File: src/rtl/bpq_pkg.sv
package bpq_pkg;
  typedef enum logic [1:0] {
    ST_IDLE = 2'd0,
    ST_RUN  = 2'd1,
    ST_FIN  = 2'd2
  } bpq_state_e;
endpackage

File: src/rtl/bpq_link_mem.sv
// Next-pointer storage shared by queue chains and the free list.
module bpq_link_mem #(
  parameter int NUM_BLK = 16,
  parameter int BW      = 4,
  parameter int CW      = 5
) (
  input  logic          clk,
  input  logic          rst_n,
  input  logic          pop_en,
  input  logic          push_en,
  input  logic          link_en,
  input  logic [BW-1:0] blk,        // tail to link from / block to push / block to follow
  input  logic [BW-1:0] link_nxt,
  output logic [BW-1:0] rd_nxt,
  output logic [BW-1:0] free_head,
  output logic [CW-1:0] free_cnt
);
  logic [BW-1:0] nxt_q [NUM_BLK];
  logic [BW-1:0] nxt_d [NUM_BLK];
  logic [BW-1:0] head_q, head_d;
  logic [CW-1:0] cnt_q, cnt_d;

  assign rd_nxt    = nxt_q[blk];
  assign free_head = head_q;
  assign free_cnt  = cnt_q;

  always_comb begin
    nxt_d  = nxt_q;
    head_d = head_q;
    cnt_d  = cnt_q;
    if (link_en) nxt_d[blk] = link_nxt;
    if (pop_en) begin
      head_d = nxt_q[head_q];
      cnt_d  = cnt_q - CW'(1);
    end
    if (push_en) begin
      nxt_d[blk] = head_q;
      head_d     = blk;
      cnt_d      = cnt_q + CW'(1);
    end
  end

  always_ff @(posedge clk or negedge rst_n) begin
    if (!rst_n) begin
      for (int i = 0; i < NUM_BLK; i++) nxt_q[i] <= BW'(i + 1);
      head_q <= '0;
      cnt_q  <= CW'(NUM_BLK);
    end else if (pop_en || push_en || link_en) begin
      nxt_q  <= nxt_d;
      head_q <= head_d;
      cnt_q  <= cnt_d;
    end
  end
endmodule

File: src/rtl/bpq_ptr_table.sv
// Per-queue head/tail byte pointers and byte counts.
module bpq_ptr_table #(
  parameter int NUM_Q = 4,
  parameter int QW    = 2,
  parameter int BW    = 4,
  parameter int PW    = 5,
  parameter int CNTW  = 9
) (
  input  logic            clk,
  input  logic            rst_n,
  input  logic [QW-1:0]   rd_q,
  output logic [BW-1:0]   rd_head_blk,
  output logic [PW-1:0]   rd_head_off,
  output logic [BW-1:0]   rd_tail_blk,
  output logic [PW-1:0]   rd_tail_off,
  output logic [CNTW-1:0] rd_bytes,
  input  logic            wr_en,
  input  logic [QW-1:0]   wr_q,
  input  logic [BW-1:0]   wr_head_blk,
  input  logic [PW-1:0]   wr_head_off,
  input  logic [BW-1:0]   wr_tail_blk,
  input  logic [PW-1:0]   wr_tail_off,
  input  logic [CNTW-1:0] wr_bytes
);
  logic [NUM_Q-1:0][BW-1:0]   hb_all, tb_all;
  logic [NUM_Q-1:0][PW-1:0]   ho_all, to_all;
  logic [NUM_Q-1:0][CNTW-1:0] by_all;

  for (genvar g = 0; g < NUM_Q; g++) begin : g_q
    logic [BW-1:0]   hb_q, tb_q;
    logic [PW-1:0]   ho_q, to_q;
    logic [CNTW-1:0] by_q;
    logic            en;
    assign en = wr_en && (wr_q == QW'(g));
    always_ff @(posedge clk or negedge rst_n) begin
      if (!rst_n) begin
        hb_q <= '0;
        ho_q <= '0;
        tb_q <= '0;
        to_q <= '0;
        by_q <= '0;
      end else if (en) begin
        hb_q <= wr_head_blk;
        ho_q <= wr_head_off;
        tb_q <= wr_tail_blk;
        to_q <= wr_tail_off;
        by_q <= wr_bytes;
      end
    end
    assign hb_all[g] = hb_q;
    assign ho_all[g] = ho_q;
    assign tb_all[g] = tb_q;
    assign to_all[g] = to_q;
    assign by_all[g] = by_q;
  end

  assign rd_head_blk = hb_all[rd_q];
  assign rd_head_off = ho_all[rd_q];
  assign rd_tail_blk = tb_all[rd_q];
  assign rd_tail_off = to_all[rd_q];
  assign rd_bytes    = by_all[rd_q];
endmodule

File: src/rtl/bpq_ctrl.sv
// Command sequencer: one segment per cycle, allocation and release inline.
module bpq_ctrl import bpq_pkg::*; #(
  parameter int BLOCK_BYTES = 16,
  parameter int LEN_W       = 8,
  parameter int QW          = 2,
  parameter int BW          = 4,
  parameter int OFFW        = 4,
  parameter int PW          = 5,
  parameter int CNTW        = 9,
  parameter int CW          = 5,
  parameter int OPS_W       = 8
) (
  input  logic             clk,
  input  logic             rst_n,
  input  logic             cmd_valid,
  output logic             cmd_ready,
  input  logic             cmd_deq,
  input  logic [QW-1:0]    cmd_q,
  input  logic [LEN_W-1:0] cmd_len,
  output logic [QW-1:0]    tb_rd_q,
  input  logic [BW-1:0]    tb_head_blk,
  input  logic [PW-1:0]    tb_head_off,
  input  logic [BW-1:0]    tb_tail_blk,
  input  logic [PW-1:0]    tb_tail_off,
  input  logic [CNTW-1:0]  tb_bytes,
  output logic             tb_wr_en,
  output logic [QW-1:0]    tb_wr_q,
  output logic [BW-1:0]    tb_wr_head_blk,
  output logic [PW-1:0]    tb_wr_head_off,
  output logic [BW-1:0]    tb_wr_tail_blk,
  output logic [PW-1:0]    tb_wr_tail_off,
  output logic [CNTW-1:0]  tb_wr_bytes,
  output logic             fl_pop,
  output logic             fl_push,
  output logic             fl_link,
  output logic [BW-1:0]    fl_blk,
  input  logic [BW-1:0]    fl_head,
  input  logic [BW-1:0]    fl_next,
  input  logic [CW-1:0]    fl_cnt,
  output logic             seg_valid,
  output logic             seg_wr,
  output logic [BW-1:0]    seg_blk,
  output logic [OFFW-1:0]  seg_off,
  output logic [PW-1:0]    seg_cnt,
  output logic             done_valid,
  output logic             done_err,
  output logic [OPS_W-1:0] done_ops,
  output logic [OPS_W-1:0] done_acc
);
  localparam int XW  = CNTW + 1;
  localparam int LXW = LEN_W + PW;
  localparam logic [PW-1:0] BLK_END = PW'(BLOCK_BYTES);

  bpq_state_e       state_q, state_d;
  logic             deq_q, deq_d, err_q, err_d, fresh_q, fresh_d;
  logic [QW-1:0]    q_q, q_d;
  logic [LEN_W-1:0] len_q, len_d, rem_q, rem_d;
  logic [BW-1:0]    wblk_q, wblk_d, oblk_q, oblk_d, first_q, first_d;
  logic [PW-1:0]    woff_q, woff_d, ooff_q, ooff_d;
  logic [CNTW-1:0]  bytes_q, bytes_d;
  logic [OPS_W-1:0] ops_q, ops_d, acc_q, acc_d;
  logic             sv_q, sv_d, sw_q, sw_d;
  logic [BW-1:0]    sb_q, sb_d;
  logic [OFFW-1:0]  so_q, so_d;
  logic [PW-1:0]    sc_q, sc_d;
  logic             dv_q, dv_d, de_q, de_d;
  logic [OPS_W-1:0] dops_q, dops_d, dacc_q, dacc_d;

  logic [XW-1:0]    space, len_x, need_blk;
  logic             enq_err, deq_err, ctx_en;
  logic [BW-1:0]    cur_blk;
  logic [PW-1:0]    cur_off, avail, cnt;
  logic [CNTW-1:0]  new_bytes;

  assign cmd_ready = (state_q == ST_IDLE);
  assign tb_rd_q   = cmd_q;
  assign fl_blk    = wblk_q;

  // Admission check against the queue entry and free count.
  always_comb begin
    len_x    = XW'(cmd_len);
    space    = (tb_bytes == '0) ? '0 : XW'(BLOCK_BYTES) - XW'(tb_tail_off);
    need_blk = (len_x <= space) ? '0
             : (len_x - space + XW'(BLOCK_BYTES - 1)) >> OFFW;
    enq_err  = (cmd_len == '0) || (need_blk > XW'(fl_cnt));
    deq_err  = (cmd_len == '0) || (len_x > XW'(tb_bytes));
  end

  always_comb begin
    state_d = state_q;
    deq_d = deq_q;  err_d = err_q;  fresh_d = fresh_q;
    q_d = q_q;      len_d = len_q;  rem_d = rem_q;
    wblk_d = wblk_q; woff_d = woff_q; oblk_d = oblk_q; ooff_d = ooff_q;
    first_d = first_q; bytes_d = bytes_q; ops_d = ops_q; acc_d = acc_q;
    sv_d = 1'b0; sw_d = sw_q; sb_d = sb_q; so_d = so_q; sc_d = sc_q;
    dv_d = 1'b0; de_d = de_q; dops_d = dops_q; dacc_d = dacc_q;
    fl_pop = 1'b0; fl_push = 1'b0; fl_link = 1'b0;
    tb_wr_en = 1'b0; tb_wr_q = q_q;
    tb_wr_head_blk = wblk_q; tb_wr_head_off = woff_q;
    tb_wr_tail_blk = wblk_q; tb_wr_tail_off = woff_q;
    tb_wr_bytes = bytes_q;
    cur_blk = wblk_q; cur_off = woff_q; avail = '0; cnt = '0;
    new_bytes = bytes_q;
    unique case (state_q)
      ST_IDLE: begin
        if (cmd_valid) begin
          deq_d = cmd_deq; q_d = cmd_q; len_d = cmd_len; rem_d = cmd_len;
          bytes_d = tb_bytes; ops_d = '0; acc_d = '0;
          if (cmd_deq) begin
            wblk_d = tb_head_blk; woff_d = tb_head_off;
            oblk_d = tb_tail_blk; ooff_d = tb_tail_off;
            fresh_d = 1'b0; err_d = deq_err;
          end else begin
            wblk_d = tb_tail_blk; woff_d = tb_tail_off;
            oblk_d = tb_head_blk; ooff_d = tb_head_off;
            fresh_d = (tb_bytes == '0); err_d = enq_err;
          end
          state_d = (cmd_deq ? deq_err : enq_err) ? ST_FIN : ST_RUN;
        end
      end
      ST_RUN: begin
        if (!deq_q) begin
          if (fresh_q) begin
            fl_pop = 1'b1; cur_blk = fl_head; cur_off = '0; first_d = fl_head;
          end else if (woff_q == BLK_END) begin
            fl_pop = 1'b1; fl_link = 1'b1; cur_blk = fl_head; cur_off = '0;
          end
        end else if (woff_q == BLK_END) begin
          fl_push = 1'b1; cur_blk = fl_next; cur_off = '0;
        end
        avail = BLK_END - cur_off;
        cnt   = (LXW'(rem_q) < LXW'(avail)) ? PW'(rem_q) : avail;
        sv_d = 1'b1; sw_d = !deq_q; sb_d = cur_blk;
        so_d = cur_off[OFFW-1:0]; sc_d = cnt;
        fresh_d = 1'b0;
        wblk_d  = cur_blk;
        woff_d  = cur_off + cnt;
        rem_d   = rem_q - LEN_W'(cnt);
        ops_d   = ops_q + OPS_W'(fl_pop) + OPS_W'(fl_link)
                + (fl_push ? OPS_W'(2) : '0);
        acc_d   = acc_q + OPS_W'(1);
        if (rem_d == '0) state_d = ST_FIN;
      end
      ST_FIN: begin
        if (!err_q) begin
          tb_wr_en = 1'b1;
          if (!deq_q) begin
            new_bytes = bytes_q + CNTW'(len_q);
            if (bytes_q == '0) begin
              tb_wr_head_blk = first_q; tb_wr_head_off = '0;
            end else begin
              tb_wr_head_blk = oblk_q;  tb_wr_head_off = ooff_q;
            end
          end else begin
            new_bytes = bytes_q - CNTW'(len_q);
            if (new_bytes == '0) begin
              fl_push = 1'b1;
            end else begin
              tb_wr_tail_blk = oblk_q; tb_wr_tail_off = ooff_q;
            end
          end
          tb_wr_bytes = new_bytes;
        end
        dv_d = 1'b1; de_d = err_q;
        dops_d = ops_q + OPS_W'(fl_push);
        dacc_d = acc_q;
        state_d = ST_IDLE;
      end
      default: state_d = ST_IDLE;
    endcase
  end

  assign ctx_en = (state_q == ST_RUN) || ((state_q == ST_IDLE) && cmd_valid);

  always_ff @(posedge clk or negedge rst_n) begin
    if (!rst_n) begin
      state_q <= ST_IDLE;
      sv_q <= 1'b0; sw_q <= 1'b0; sb_q <= '0; so_q <= '0; sc_q <= '0;
      dv_q <= 1'b0; de_q <= 1'b0; dops_q <= '0; dacc_q <= '0;
    end else begin
      state_q <= state_d;
      sv_q <= sv_d; sw_q <= sw_d; sb_q <= sb_d; so_q <= so_d; sc_q <= sc_d;
      dv_q <= dv_d; de_q <= de_d; dops_q <= dops_d; dacc_q <= dacc_d;
    end
  end

  always_ff @(posedge clk or negedge rst_n) begin
    if (!rst_n) begin
      deq_q <= 1'b0; err_q <= 1'b0; fresh_q <= 1'b0; q_q <= '0;
      len_q <= '0; rem_q <= '0; wblk_q <= '0; woff_q <= '0;
      oblk_q <= '0; ooff_q <= '0; first_q <= '0; bytes_q <= '0;
      ops_q <= '0; acc_q <= '0;
    end else if (ctx_en) begin
      deq_q <= deq_d; err_q <= err_d; fresh_q <= fresh_d; q_q <= q_d;
      len_q <= len_d; rem_q <= rem_d; wblk_q <= wblk_d; woff_q <= woff_d;
      oblk_q <= oblk_d; ooff_q <= ooff_d; first_q <= first_d; bytes_q <= bytes_d;
      ops_q <= ops_d; acc_q <= acc_d;
    end
  end

  assign seg_valid  = sv_q;
  assign seg_wr     = sw_q;
  assign seg_blk    = sb_q;
  assign seg_off    = so_q;
  assign seg_cnt    = sc_q;
  assign done_valid = dv_q;
  assign done_err   = de_q;
  assign done_ops   = dops_q;
  assign done_acc   = dacc_q;
endmodule

File: src/rtl/bpq_mgr.sv
module bpq_mgr #(
  parameter int NUM_Q       = 4,
  parameter int NUM_BLK     = 16,
  parameter int BLOCK_BYTES = 16,
  parameter int LEN_W       = 8,
  parameter int OPS_W       = 8
) (
  input  logic                           clk,
  input  logic                           rst_n,
  input  logic                           cmd_valid,
  output logic                           cmd_ready,
  input  logic                           cmd_deq,
  input  logic [$clog2(NUM_Q)-1:0]       cmd_q,
  input  logic [LEN_W-1:0]               cmd_len,
  output logic                           seg_valid,
  output logic                           seg_wr,
  output logic [$clog2(NUM_BLK)-1:0]     seg_blk,
  output logic [$clog2(BLOCK_BYTES)-1:0] seg_off,
  output logic [$clog2(BLOCK_BYTES):0]   seg_cnt,
  output logic                           done_valid,
  output logic                           done_err,
  output logic [OPS_W-1:0]               done_ops,
  output logic [OPS_W-1:0]               done_acc
);
  localparam int QW   = $clog2(NUM_Q);
  localparam int BW   = $clog2(NUM_BLK);
  localparam int OFFW = $clog2(BLOCK_BYTES);
  localparam int PW   = OFFW + 1;
  localparam int CNTW = $clog2(NUM_BLK * BLOCK_BYTES + 1);
  localparam int CW   = $clog2(NUM_BLK + 1);

  // Reset asserts at once and leaves on a clock edge.
  logic rst_meta, rst_sync;
  always_ff @(posedge clk or negedge rst_n) begin
    if (!rst_n) begin
      rst_meta <= 1'b0;
      rst_sync <= 1'b0;
    end else begin
      rst_meta <= 1'b1;
      rst_sync <= rst_meta;
    end
  end

  logic [QW-1:0]   tb_rd_q, tb_wr_q;
  logic [BW-1:0]   tb_head_blk, tb_tail_blk, tb_wr_head_blk, tb_wr_tail_blk;
  logic [PW-1:0]   tb_head_off, tb_tail_off, tb_wr_head_off, tb_wr_tail_off;
  logic [CNTW-1:0] tb_bytes, tb_wr_bytes;
  logic            tb_wr_en;
  logic            fl_pop, fl_push, fl_link;
  logic [BW-1:0]   fl_blk, fl_head, fl_next;
  logic [CW-1:0]   free_cnt;

  bpq_link_mem #(.NUM_BLK(NUM_BLK), .BW(BW), .CW(CW)) u_link (
    .clk(clk), .rst_n(rst_sync),
    .pop_en(fl_pop), .push_en(fl_push), .link_en(fl_link),
    .blk(fl_blk), .link_nxt(fl_head), .rd_nxt(fl_next),
    .free_head(fl_head), .free_cnt(free_cnt)
  );

  bpq_ptr_table #(.NUM_Q(NUM_Q), .QW(QW), .BW(BW), .PW(PW), .CNTW(CNTW)) u_tab (
    .clk(clk), .rst_n(rst_sync),
    .rd_q(tb_rd_q),
    .rd_head_blk(tb_head_blk), .rd_head_off(tb_head_off),
    .rd_tail_blk(tb_tail_blk), .rd_tail_off(tb_tail_off), .rd_bytes(tb_bytes),
    .wr_en(tb_wr_en), .wr_q(tb_wr_q),
    .wr_head_blk(tb_wr_head_blk), .wr_head_off(tb_wr_head_off),
    .wr_tail_blk(tb_wr_tail_blk), .wr_tail_off(tb_wr_tail_off),
    .wr_bytes(tb_wr_bytes)
  );

  bpq_ctrl #(
    .BLOCK_BYTES(BLOCK_BYTES), .LEN_W(LEN_W), .QW(QW), .BW(BW), .OFFW(OFFW),
    .PW(PW), .CNTW(CNTW), .CW(CW), .OPS_W(OPS_W)
  ) u_ctrl (
    .clk(clk), .rst_n(rst_sync),
    .cmd_valid(cmd_valid), .cmd_ready(cmd_ready), .cmd_deq(cmd_deq),
    .cmd_q(cmd_q), .cmd_len(cmd_len),
    .tb_rd_q(tb_rd_q), .tb_head_blk(tb_head_blk), .tb_head_off(tb_head_off),
    .tb_tail_blk(tb_tail_blk), .tb_tail_off(tb_tail_off), .tb_bytes(tb_bytes),
    .tb_wr_en(tb_wr_en), .tb_wr_q(tb_wr_q),
    .tb_wr_head_blk(tb_wr_head_blk), .tb_wr_head_off(tb_wr_head_off),
    .tb_wr_tail_blk(tb_wr_tail_blk), .tb_wr_tail_off(tb_wr_tail_off),
    .tb_wr_bytes(tb_wr_bytes),
    .fl_pop(fl_pop), .fl_push(fl_push), .fl_link(fl_link), .fl_blk(fl_blk),
    .fl_head(fl_head), .fl_next(fl_next), .fl_cnt(free_cnt),
    .seg_valid(seg_valid), .seg_wr(seg_wr), .seg_blk(seg_blk),
    .seg_off(seg_off), .seg_cnt(seg_cnt),
    .done_valid(done_valid), .done_err(done_err),
    .done_ops(done_ops), .done_acc(done_acc)
  );
endmodule

File: config.mk
export PLATFORM = sky130hd
export DESIGN_NAME = bpq_mgr
export DESIGN_NICKNAME = d
export VERILOG_FILES = /design/src/rtl/bpq_pkg.sv /design/src/rtl/bpq_link_mem.sv /design/src/rtl/bpq_ptr_table.sv /design/src/rtl/bpq_ctrl.sv /design/src/rtl/bpq_mgr.sv
export SDC_FILE = /design/constraint.sdc
export NUM_CORES = 1
export LEC_CHECK = 0
export ABC_AREA = 1
export CAP_MARGIN = 0
export CORE_UTILIZATION = 57
export CTS_CLUSTER_DIAMETER = 120
export DETAILED_ROUTE_END_ITERATION = 6
export PLACE_DENSITY_LB_ADDON = 0.12
export SYNTH_ARGS = -nofsm -noshare
export SYNTH_HDL_FRONTEND = slang
export SYNTH_SLANG_ARGS = --single-unit
File: constraint.sdc
create_clock -name clk -period 8.1 [get_ports clk]
set_input_delay 2.43 -clock clk [delete_from_list [all_inputs] [get_ports clk]]
set_output_delay 2.43 -clock clk [all_outputs]
set_load 0.02 [all_outputs]
# ---- Word level (Yosys, flattened, before mapping)
# Cells that the tools add are included.
dict set report op_classes {
  addsub 15
  order_cmp 8
  bitwise 3
  eq_ne 8
  mux 98
  n_reduce_logical 26
}
# operator n
set ops {}
lappend ops {{bitwise mux 64 bit} 2}
lappend ops {{two-way mux 64 bit} 2}
lappend ops {{two-way mux 5 bit} 20}
lappend ops {{two-way mux 4 bit} 24}
lappend ops {{case mux 8 bit (2 select lines)} 3}
lappend ops {{two-way mux 9 bit} 4}
lappend ops {{binary-select mux 4 bit (select 4 bit)} 2}
lappend ops {{zero test 9 bit} 3}
lappend ops {{adder 8 x 1 -> 8 bit} 3}
lappend ops {{two-way mux 1 bit} 22}
lappend ops {{binary-select mux 5 bit (select 2 bit)} 2}
lappend ops {{binary-select mux 9 bit (select 2 bit)} 1}
lappend ops {{binary-select mux 4 bit (select 2 bit)} 2}
lappend ops {{demux 4 bit (select 4 bit)} 1}
lappend ops {{zero test 8 bit} 2}
lappend ops {{two-way mux 8 bit} 2}
lappend ops {{adder 10 x 4 -> 10 bit (second input constant)} 1}
lappend ops {{greater-or-equal comparator 5 bit (second input constant)} 2}
lappend ops {{> comparator 10 x 5 -> 1 bit} 1}
lappend ops {{less-or-equal comparator 8 x 10 -> 1 bit} 1}
lappend ops {{two-way mux 10 bit} 1}
lappend ops {{NOT 4 -> 5 bit} 2}
lappend ops {{case mux 5 bit (2 select lines)} 1}
lappend ops {{subtractor 8 x 10 -> 10 bit} 1}
lappend ops {{other kinds (33)} 53}
dict set report word_totals {
  input_bits 14
  register_bits 286
}

# ---- Logic depth before layout (Yosys ltp)
# Gate-level depths: netlist of the first run.
dict set report depth {
  ltp_word 13
  depth_mapped 36
  depth_no_buf 35
}

# ---- Cells and area by module
# Synthesis of the first run repeated with hierarchy kept, for this count alone.
dict set report unflattened {
  hier_cells 2449
  hier_area_um2 18031.0
}
# mod seq_area_each_um2 cells_each instances area_each_um2
set by_module_without_submodules {}
lappend by_module_without_submodules {bpq_ctrl 2577.5 1043 1 7519.7}
lappend by_module_without_submodules {bpq_ptr_table 2702.6 787 1 5686.7}
lappend by_module_without_submodules {bpq_link_mem 1868.0 616 1 4770.8}
lappend by_module_without_submodules {bpq_mgr 50.0 3 1 53.8}

# ---- Worst setup path after synthesis of the first run
# OpenSTA, ideal clock, no wires.
dict set report synth_path {
  kind {input-to-reg}
  start {input cmd_q[0]}
  end {register u_ctrl.state_q[1]}
  arrival_ns 6.141
  cell_stages 33
  n_path_buf 2
  setup_slack_ns 1.843
  t_required_ns 7.983
  path_cell_list {buf_4 clkbuf_1 a21oi_1 o21ai_0 nand2_1 ha_1 inv_1 nor2_1 nand3b_1 ha_1 ha_1 a31o_2 a21oi_1 nor2_1 nor2_1 o21ai_0 nand2_1 nand2_1 nand2_1 nand2_1 nor2_1 ha_1 a21oi_1 o21ai_0 a21oi_1 a41o_1 nand2_1 nand2_1 nand2_1 nand2_1 nand2_1 nand3_1 nand2_1}
}
dict set report synth_between {
  elab_chain_cells 13
  elab_cells_between_ends 19
}
# element line
set synth_lines {}
lappend synth_lines {{start, declared} bpq_mgr.sv:13} ;# input logic [$clog2(NUM_Q)-1:0] cmd_q,
lappend synth_lines {{binary-select mux 5 bit (select 2 bit) / binary-select mux 9 bit (select 2 bit) (equally long branches)} {bpq_ptr_table.sv:60, bpq_ptr_table.sv:61}}
lappend synth_lines {{two-way mux 5 bit (not written as such) / two-way mux 9 bit (equally long branches)} {bpq_ptr_table.sv:60, bpq_ptr_table.sv:61}}
lappend synth_lines {{subtractor 5 x 5 -> 6 bit / zero test 9 bit (equally long branches)} bpq_ctrl.sv:82} ;# space = (tb_bytes == '0) ? '0 : XW'(BLOCK_BYTES) - XW'(tb_tail_off);
lappend synth_lines {{two-way mux 10 bit} bpq_ctrl.sv:82}
lappend synth_lines {{subtractor 8 x 10 -> 10 bit} bpq_ctrl.sv:84} ;# : (len_x - space + XW'(BLOCK_BYTES - 1)) >> OFFW;
lappend synth_lines {{adder 10 x 4 -> 10 bit} bpq_ctrl.sv:84}
lappend synth_lines {{two-way mux 6 bit} bpq_ctrl.sv:83} ;# need_blk = (len_x <= space) ? '0
lappend synth_lines {{> comparator 10 x 5 -> 1 bit} bpq_ctrl.sv:85} ;# enq_err = (cmd_len == '0) || (need_blk > XW'(fl_cnt));
lappend synth_lines {{logical OR 1 bit} bpq_ctrl.sv:85}
lappend synth_lines {{two-way mux 1 bit *} bpq_ctrl.sv:118} ;# state_d = (cmd_deq ? deq_err : enq_err) ? ST_FIN : ST_RUN;
lappend synth_lines {{two-way mux 2 bit *} bpq_ctrl.sv:118}
lappend synth_lines {{two-way mux 2 bit *} bpq_ctrl.sv:106} ;# if (cmd_valid) begin
lappend synth_lines {{case mux 2 bit (2 select lines) *} bpq_ctrl.sv:104} ;# unique case (state_q)
lappend synth_lines {{end signal, assigned} bpq_ctrl.sv:181} ;# state_q <= state_d;
lappend synth_lines {{end, declared} bpq_ctrl.sv:54} ;# bpq_state_e state_q, state_d;
# Mark *: on every way between the ends. The rest lies on a longest branch, timed or not. The select of a mux whose other input is x is not followed.
# A chain may end at the register's enable or synchronous reset.

# ---- Worst setup path after layout of the first run
dict set report layout_path {
  start {input cmd_q[1]}
  end {register u_ctrl.state_q[1]}
}
# Same word-level chain as after synthesis.

==> results.py, run 1 <==
metrics = {
    "route": {
        "initialDrtViolationCount": 1501,
        "post-route-drc-count": 0,
        "routed_via_density": 5.90,
        "vias": 16457,
        "firstDrtPassIters": 6,
        "detail-route-antenna-nets": 0,
        "post_drt_wl_per_cell_um": 17.9,
        "totalWireLength_mm": 49.8,
    },
    "setup_path": {
        "worst_path_max_delay_cell": "clkdlybuf4s50_1",
        "cp_max_fo": 31,
        "worstPathRequired_ns": 8.51,
        "critPathMaxStageDelay_ns": 0.50,
        "cp-end-kind": "flop",
        "worstPathArrival_ns": 7.65,
        "critPathLaunchType": "primary input",
        "worst_path_most_repeated_cell": "nand2_1",
        "worst-setup-path-type": "primary input to flop",
        "timing.critical_path.buf_inv": 4,
        "logic_depth_of_the_worst_path_buffers_included": 34,
        "rr_worst_depth": 27,
        "cell_family_with_the_largest_share_of_critical_path_delay": "simple AND/OR/NAND/NOR gates",
    },
    "clock_tree": {
        "clockRootBuffer": "clkbuf_16",
        "cts.sinks": 286,
        "h_tree_levels": 2,
        "clock_tree_from_tritoncts": "yes",
        "cts.repair_timing.setup_buffer_count": 0,
        "cts_max_path_buffers": 3,
        "hold_buffers": 0,
        "cts.repair.resized": 0,
        "clk_pin_slew_ns": 0.06,
        "cts-buffers-inserted": 35,
        "clk-insertion-delay-late_ns": 0.53,
    },
    "logic_synthesis": {
        "synth-async-reset-ratio_pct": 100,
        "netlist_area_um2": 17400,
        "post_synth_most_frequent_cells": "746 x nand2_1, 388 x o21ai_0, 253 x dfrtp_1, 226 x inv_1, 111 x nor2_1",
        "mappedNetlistNets": 2471,
        "yosys_warnings": 0,
        "synth.avg_cell_area_um2": 7.32,
        "flip_flop_and_latch_count_after_synthesis": 286,
        "synth-edff-count": 0,
        "netlist_instances": 2384,
        "synth.top_cell.area_share_pct": 36.3,
        "synth.yosys.seq_area_share_pct": 41.3,
        "synth.most_common_cell": "nand2_1",
        "most_frequently_used_flop_master_after_synthesis": "dfrtp_1",
        "yosysTopAreaCell": "dfrtp_1",
        "top_post_synthesis_cells_by_area": "dfrtp_1 36%, nand2_1 16%, o21ai_0 11%, dfstp_2 5.0%, inv_1 4.9%",
        "unique_cell_type_count_in_the_yosys_netlist": 58,
    },
    "hold_path": {
        "hold_path_class": "flop to flop",
        "worst_hold_path.num_cells": 0,
    },
    "sta": {
        "worst_slack_ns": 0.868,
        "setup-tns-final_ns": 0,
        "timing.clock.skew_ns": 0.0141,
        "hold_viol": 0,
        "max_freq_mhz": 138,
        "timing.hold.ws_ns": 0.355,
        "rsz0062_at_grt": "false",
        "layout_min_cycle_time_ns": 7.23,
        "min_period_over_period_pct": 89.3,
        "report.final.setup_viol": 0,
        "timing_worst_slew_pin_value_ns": 1.14,
        "timing.slew.headroom_pct": 24.0,
        "slew_viol_final": 0,
    },
    "outcome": {
        "status": "completed",
    },
    "global_routing": {
        "antenna_found_initial": 3,
        "grt_overflow_total": 0,
        "track_usage_pct": 32.2,
        "grt_max_degree": 147,
        "global_route_wire_length_before_repair_mm": 80.1,
        "grt_pass1_vias": 15333,
    },
    "final_layout": {
        "area_growth_syn_to_layout_pct": 10.7,
        "layout-drive-gt1-share_pct": 6.67,
        "final_cell_count_no_fill": 2790,
        "final_nets": 2460,
    },
    "floorplanning": {
        "die_y_um": 177,
        "placement_rows": 63,
        "io_pins": 48,
        "initial_core_util_pct": 58.4,
        "die_area_um2": 31300,
        "fp.coreArea_um2": 29900,
        "chipWidth_um": 177,
    },
    "power": {
        "power_mw": 6.82,
        "leakagePower_nw": 8.68,
        "irDropWorstVdd_v": 0.000193,
        "p_per_cell_area_nw_per_um2": 353,
    },
    "placement": {
        "placedCellCount": 2726,
        "gp_routability_congestion": 0.897,
        "dp_hpwl_mm": 33.6,
        "pre_cts_ws_ns": 0.423,
        "port-buffer-count": 47,
    },
    "run": {
        "maxCapViolCount": 0,
    },
}
## cell usage in the layout, fill, tap and decap left out, types with 7 or more instances in the layout
cell	count
a22oi_1	26
nand2_1	745
clkbuf_8	8
o22ai_1	8
o221ai_1	27
buf_4	20
dfstp_2	33
nor3_1	18
a21oi_1	90
nor2_1	111
nand3_1	107
dfrtp_1	252
clkbuf_1	7
clkdlybuf4s50_1	46
ha_1	66
inv_1	226
o211ai_1	18
inv_2	10
o21ai_1	11
a32o_1	17
fa_1	7
o21ai_0	387
or2_2	9
xor2_1	15
clkbuf_16	36
nand4_1	7
## per-layer routing
metal	vias to the layer above	part of all wire, %	track usage [%]
met3	135	7.2	5.71
met5	-	0.026	0
li1	7857	-	-
met2	620	46	50.9
met1	7843	43	43.7
met4	2	3.8	13.3
## final cells by class
type | instances | area (um^2)
flip-flops and latches | 286 | 7200
repair buffers | 69 | 656
fillers | 2648 | 10600
well taps | 390 | 488
clock buffers | 51 | 1040
multi-input cells | 1741 | 8870
clock inverters | 11 | 150
diodes | 2 | 5.00
inverters | 240 | 901
## where the power goes
part	total [mW]	internal (mW)	switching, mW
registers	2.18	1.84	0.345
clock network	1.63	0.987	0.639
logic	3.01	1.02	1.99
## logic make-up (layout without fill, tap and decap cells)
group                      count (synthesis)  in the layout  synth area share (%)
other                                      1              3                0.0215
AOI/OAI and AO/OA                        614            614                  19.9
and+or+nand+nor                         1030           1030                  23.9
xor gates and xnor gates                  23             23                  1.24
DFF                                      286            286                  41.3
buffers and inverters                    357            371                  8.10
adders and majority gates                 73             73                  5.54
## sequential cells by signal, summed over array words and instances, names as in the netlist, 9 cells and up
| register | flops |
|---|---|
| u_ctrl.bytes_q | 9 |
| u_link.nxt_q | 64 |
| u_tab.g_q.by_q | 36 |
| u_tab.g_q.hb_q | 16 |
| u_tab.g_q.ho_q | 20 |
| u_tab.g_q.tb_q | 16 |
| u_tab.g_q.to_q | 20 |
## worst paths after layout
check | endpoint | slack [ns] | from
setup / recovery | u_ctrl.state_q[1]$_DFFE_PN0P_ | 0.87 | cmd_q[1]
hold / removal | rst_sync$_DFF_PN0_ | 0.35 | rst_meta$_DFF_PN0_
setup reg to reg | u_ctrl.state_q[0]$_DFFE_PN0P_ | 2.89 | u_ctrl.deq_q$_DFFE_PN0P_
hold reg to reg | rst_sync$_DFF_PN0_ | 0.35 | rst_meta$_DFF_PN0_
max in group asynchronous | rst_sync$_DFF_PN0_ | 5.90 | rst_n
min in group asynchronous | u_link.nxt_q[47]$_DFFE_PN0N_ | 0.47 | rst_sync$_DFF_PN0_
## stage by stage
step / util, % / cell area (um^2)
4_1_cts: 64.6 / 19300
3_5_place_dp: 60.6 / 18100
2_1_floorplan: - / 17400
5_1_grt: 64.6 / 19300
6_report: 64.6 / 19300
3_3_place_gp: 60.6 / 18100
Power figures use the tool's default switching activity.
==> inputs of run 2 (changes only) <==
Settings changed: TNS_END_PERCENT set to 10.
==> results of run 2 <==
The final DEF is identical to that of run 1; final timing and power are the same.
==> inputs of run 3 (changes only) <==
Settings changed: CORE_UTILIZATION 57 to 63.
Clock period 8.1 ns to 6.86 ns, I/O delays scaled along.
==> run 3 against run 2 <==
Against the previous run: utilization rose by 6.6 points; first-iteration DRC count rose by 36%; register-to-register slack got worse by 0.72 ns; clock-buffer cell count fell by 7; global-route usage rose by 3.0 points; die area fell by 9.4%; largest power group unchanged; highest routed layer is now met4.
==> results.py, run 3 (synthesis gave the netlist of run 1 again) <==
metrics = {
    "sta": {
        "rsz0062_at_grt": "false",
        "timing.slew.headroom_pct": 23.3,
        "hold_viol": 0,
        "layout_min_cycle_time_ns": 6.29,
        "slew_viol_final": 0,
        "min_period_over_period_pct": 91.8,
        "timing.clock.skew_ns": 0.0115,
        "timing_worst_slew_pin_value_ns": 1.15,
        "setup-tns-final_ns": 0,
        "max_freq_mhz": 159,
        "report.final.setup_viol": 0,
    },
    "setup_path": {
        "worst_path_max_delay_cell": "clkdlybuf4s50_1",
        "worstSetupEndpoint": "u_ctrl.state_q[0]$_DFFE_PN0P_",
        "timing.critical_path.buf_inv": 7,
        "worst_path_most_repeated_cell": "nand2_1",
        "critPathLaunchType": "primary input",
        "cp-end-kind": "flop",
        "worstPathArrival_ns": 6.75,
        "launch_point_of_the_worst_path": "cmd_q[1]",
        "timing.rr.start": "u_ctrl.deq_q$_DFFE_PN0P_",
        "critPathMaxStageDelay_ns": 0.51,
        "r2r-end": "u_ctrl.state_q[1]$_DFFE_PN0P_",
        "cp_max_fo": 29,
        "rr_worst_depth": 28,
        "worstPathRequired_ns": 7.32,
        "logic_depth_of_the_worst_path_buffers_included": 36,
        "cell_family_with_the_largest_share_of_critical_path_delay": "simple AND/OR/NAND/NOR gates",
        "r2r_setup_slack_ns": 2.17,
        "worst-setup-path-type": "primary input to flop",
    },
    "floorplanning": {
        "die_y_um": 168,
        "chipWidth_um": 168,
        "placement_rows": 60,
        "initial_core_util_pct": 64.5,
        "fp.coreArea_um2": 27000,
        "die_area_um2": 28400,
        "io_pins": 48,
    },
    "route": {
        "vias": 16501,
        "post_drt_wl_per_cell_um": 17.8,
        "routed_via_density": 6.01,
        "firstDrtPassIters": 5,
        "totalWireLength_mm": 48.8,
        "initialDrtViolationCount": 2038,
        "detail-route-antenna-nets": 0,
        "post-route-drc-count": 0,
    },
    "clock_tree": {
        "clock_tree_from_tritoncts": "yes",
        "cts.sinks": 286,
        "cts.repair.resized": 0,
        "cts_max_path_buffers": 3,
        "hold_buffers": 0,
        "clk_pin_slew_ns": 0.06,
        "cts-buffers-inserted": 31,
        "clk-insertion-delay-late_ns": 0.57,
        "cts.repair_timing.setup_buffer_count": 0,
        "clockRootBuffer": "clkbuf_16",
        "h_tree_levels": 1,
    },
    "placement": {
        "dp_hpwl_mm": 32.9,
        "gp_routability_congestion": 0.878,
        "port-buffer-count": 47,
        "postPlaceCellArea_um2": 18200,
    },
    "power": {
        "irDropWorstVdd_v": 0.000213,
        "leakagePower_nw": 8.70,
        "p_per_cell_area_nw_per_um2": 414,
    },
    "final_layout": {
        "largest_register": "u_link.nxt_q",
        "area_growth_syn_to_layout_pct": 10.3,
        "layout.cells.most_common": "nand2_1",
        "layout-drive-gt1-share_pct": 6.91,
        "layout.core_utilization_pct": 71.2,
        "layout.filler_cells": 2207,
        "final_nets": 2468,
        "antennaDiodeCount": 0,
        "reg.largest.list": "u_link.nxt_q: 64 flops, u_tab.g_q.by_q: 36 flops",
        "final_design_area_no_fill_um2": 19200,
        "mostFrequentLayoutCells": "745 x nand2_1, 387 x o21ai_0, 252 x dfrtp_1",
        "number_of_flip_flops_in_the_largest_register": 64,
    },
    "run": {
        "maxCapViolCount": 0,
    },
    "hold_path": {
        "hold_path_class": "flop to flop",
    },
    "global_routing": {
        "antenna_found_initial": 0,
        "grt_max_degree": 176,
        "grt_pass1_vias": 15874,
        "track_usage_pct": 35.2,
        "grt_overflow_total": 0,
        "global_route_wire_length_before_repair_mm": 80.8,
    },
    "outcome": {
        "status": "completed",
    },
}
==> run 3: cell types whose count changed in the layout (fill, tap and decap cells not counted), sizes merged <==
cell | previous run | this run
bufinv | 3 | 6
clkbuf | 51 | 44
buf | 23 | 35
clkinvlp | 2 | 0
diode | 2 | 0
==> run 3: final cells by class <==
cell class	instances	area, um^2	area share (%)
clock inverter	12	214	1.11
multi-input combinational	1741	8870	46.1
sequential	286	7200	37.4
tap	341	427	2.22
inverter	240	901	4.68
timing repair buffer	81	758	3.94
clock buffer	44	875	4.54
==> run 3: through the flow <==
stage | instances | setup slack, ns | hold WS [ns] | power, mW
CTS | 2745 | 0.638 | 0.355 | 7.92
detailed placement | 2689 | 0.0940 | 0.343 | 6.10
finish | 2745 | 0.565 | 0.352 | 7.96
global placement | 2689 | 0.218 | 0.339 | 6.00
global route | 2745 | 0.00516 | 0.369 | 8.56
floorplan | 2384 | 0.975 | 0.331 | 5.05
==> run 3: worst min path at each step <==
stage	from	to	slack (ns)	depth (start not counted)
5_1_grt	rst_meta$_DFF_PN0_	rst_sync$_DFF_PN0_	0.37	0
6_report	rst_meta$_DFF_PN0_	rst_sync$_DFF_PN0_	0.35	0
3_5_place_dp	rst_meta$_DFF_PN0_	rst_sync$_DFF_PN0_	0.34	0
4_1_cts	rst_meta$_DFF_PN0_	rst_sync$_DFF_PN0_	0.36	0
2_1_floorplan	rst_meta$_DFF_PN0_	rst_sync$_DFF_PN0_	0.33	0
3_3_place_gp	rst_meta$_DFF_PN0_	rst_sync$_DFF_PN0_	0.34	0
==> run 3: power by group <==
group	switching, mW	internal [mW]
combinational	2.38	1.23
clock	0.698	1.11
sequential	0.378	2.17
total	3.45	4.51
==> run 3: per-layer routing <==
metal	vias to the layer above	GRT usage [%]	wire (um)	part of all wire, %
met5	-	0	0	0
met4	0	15.2	2070	4.3
met3	150	5.59	3600	7.4
met2	694	57.1	22500	46
met1	7800	47.0	20600	42
li1	7857	-	-	-
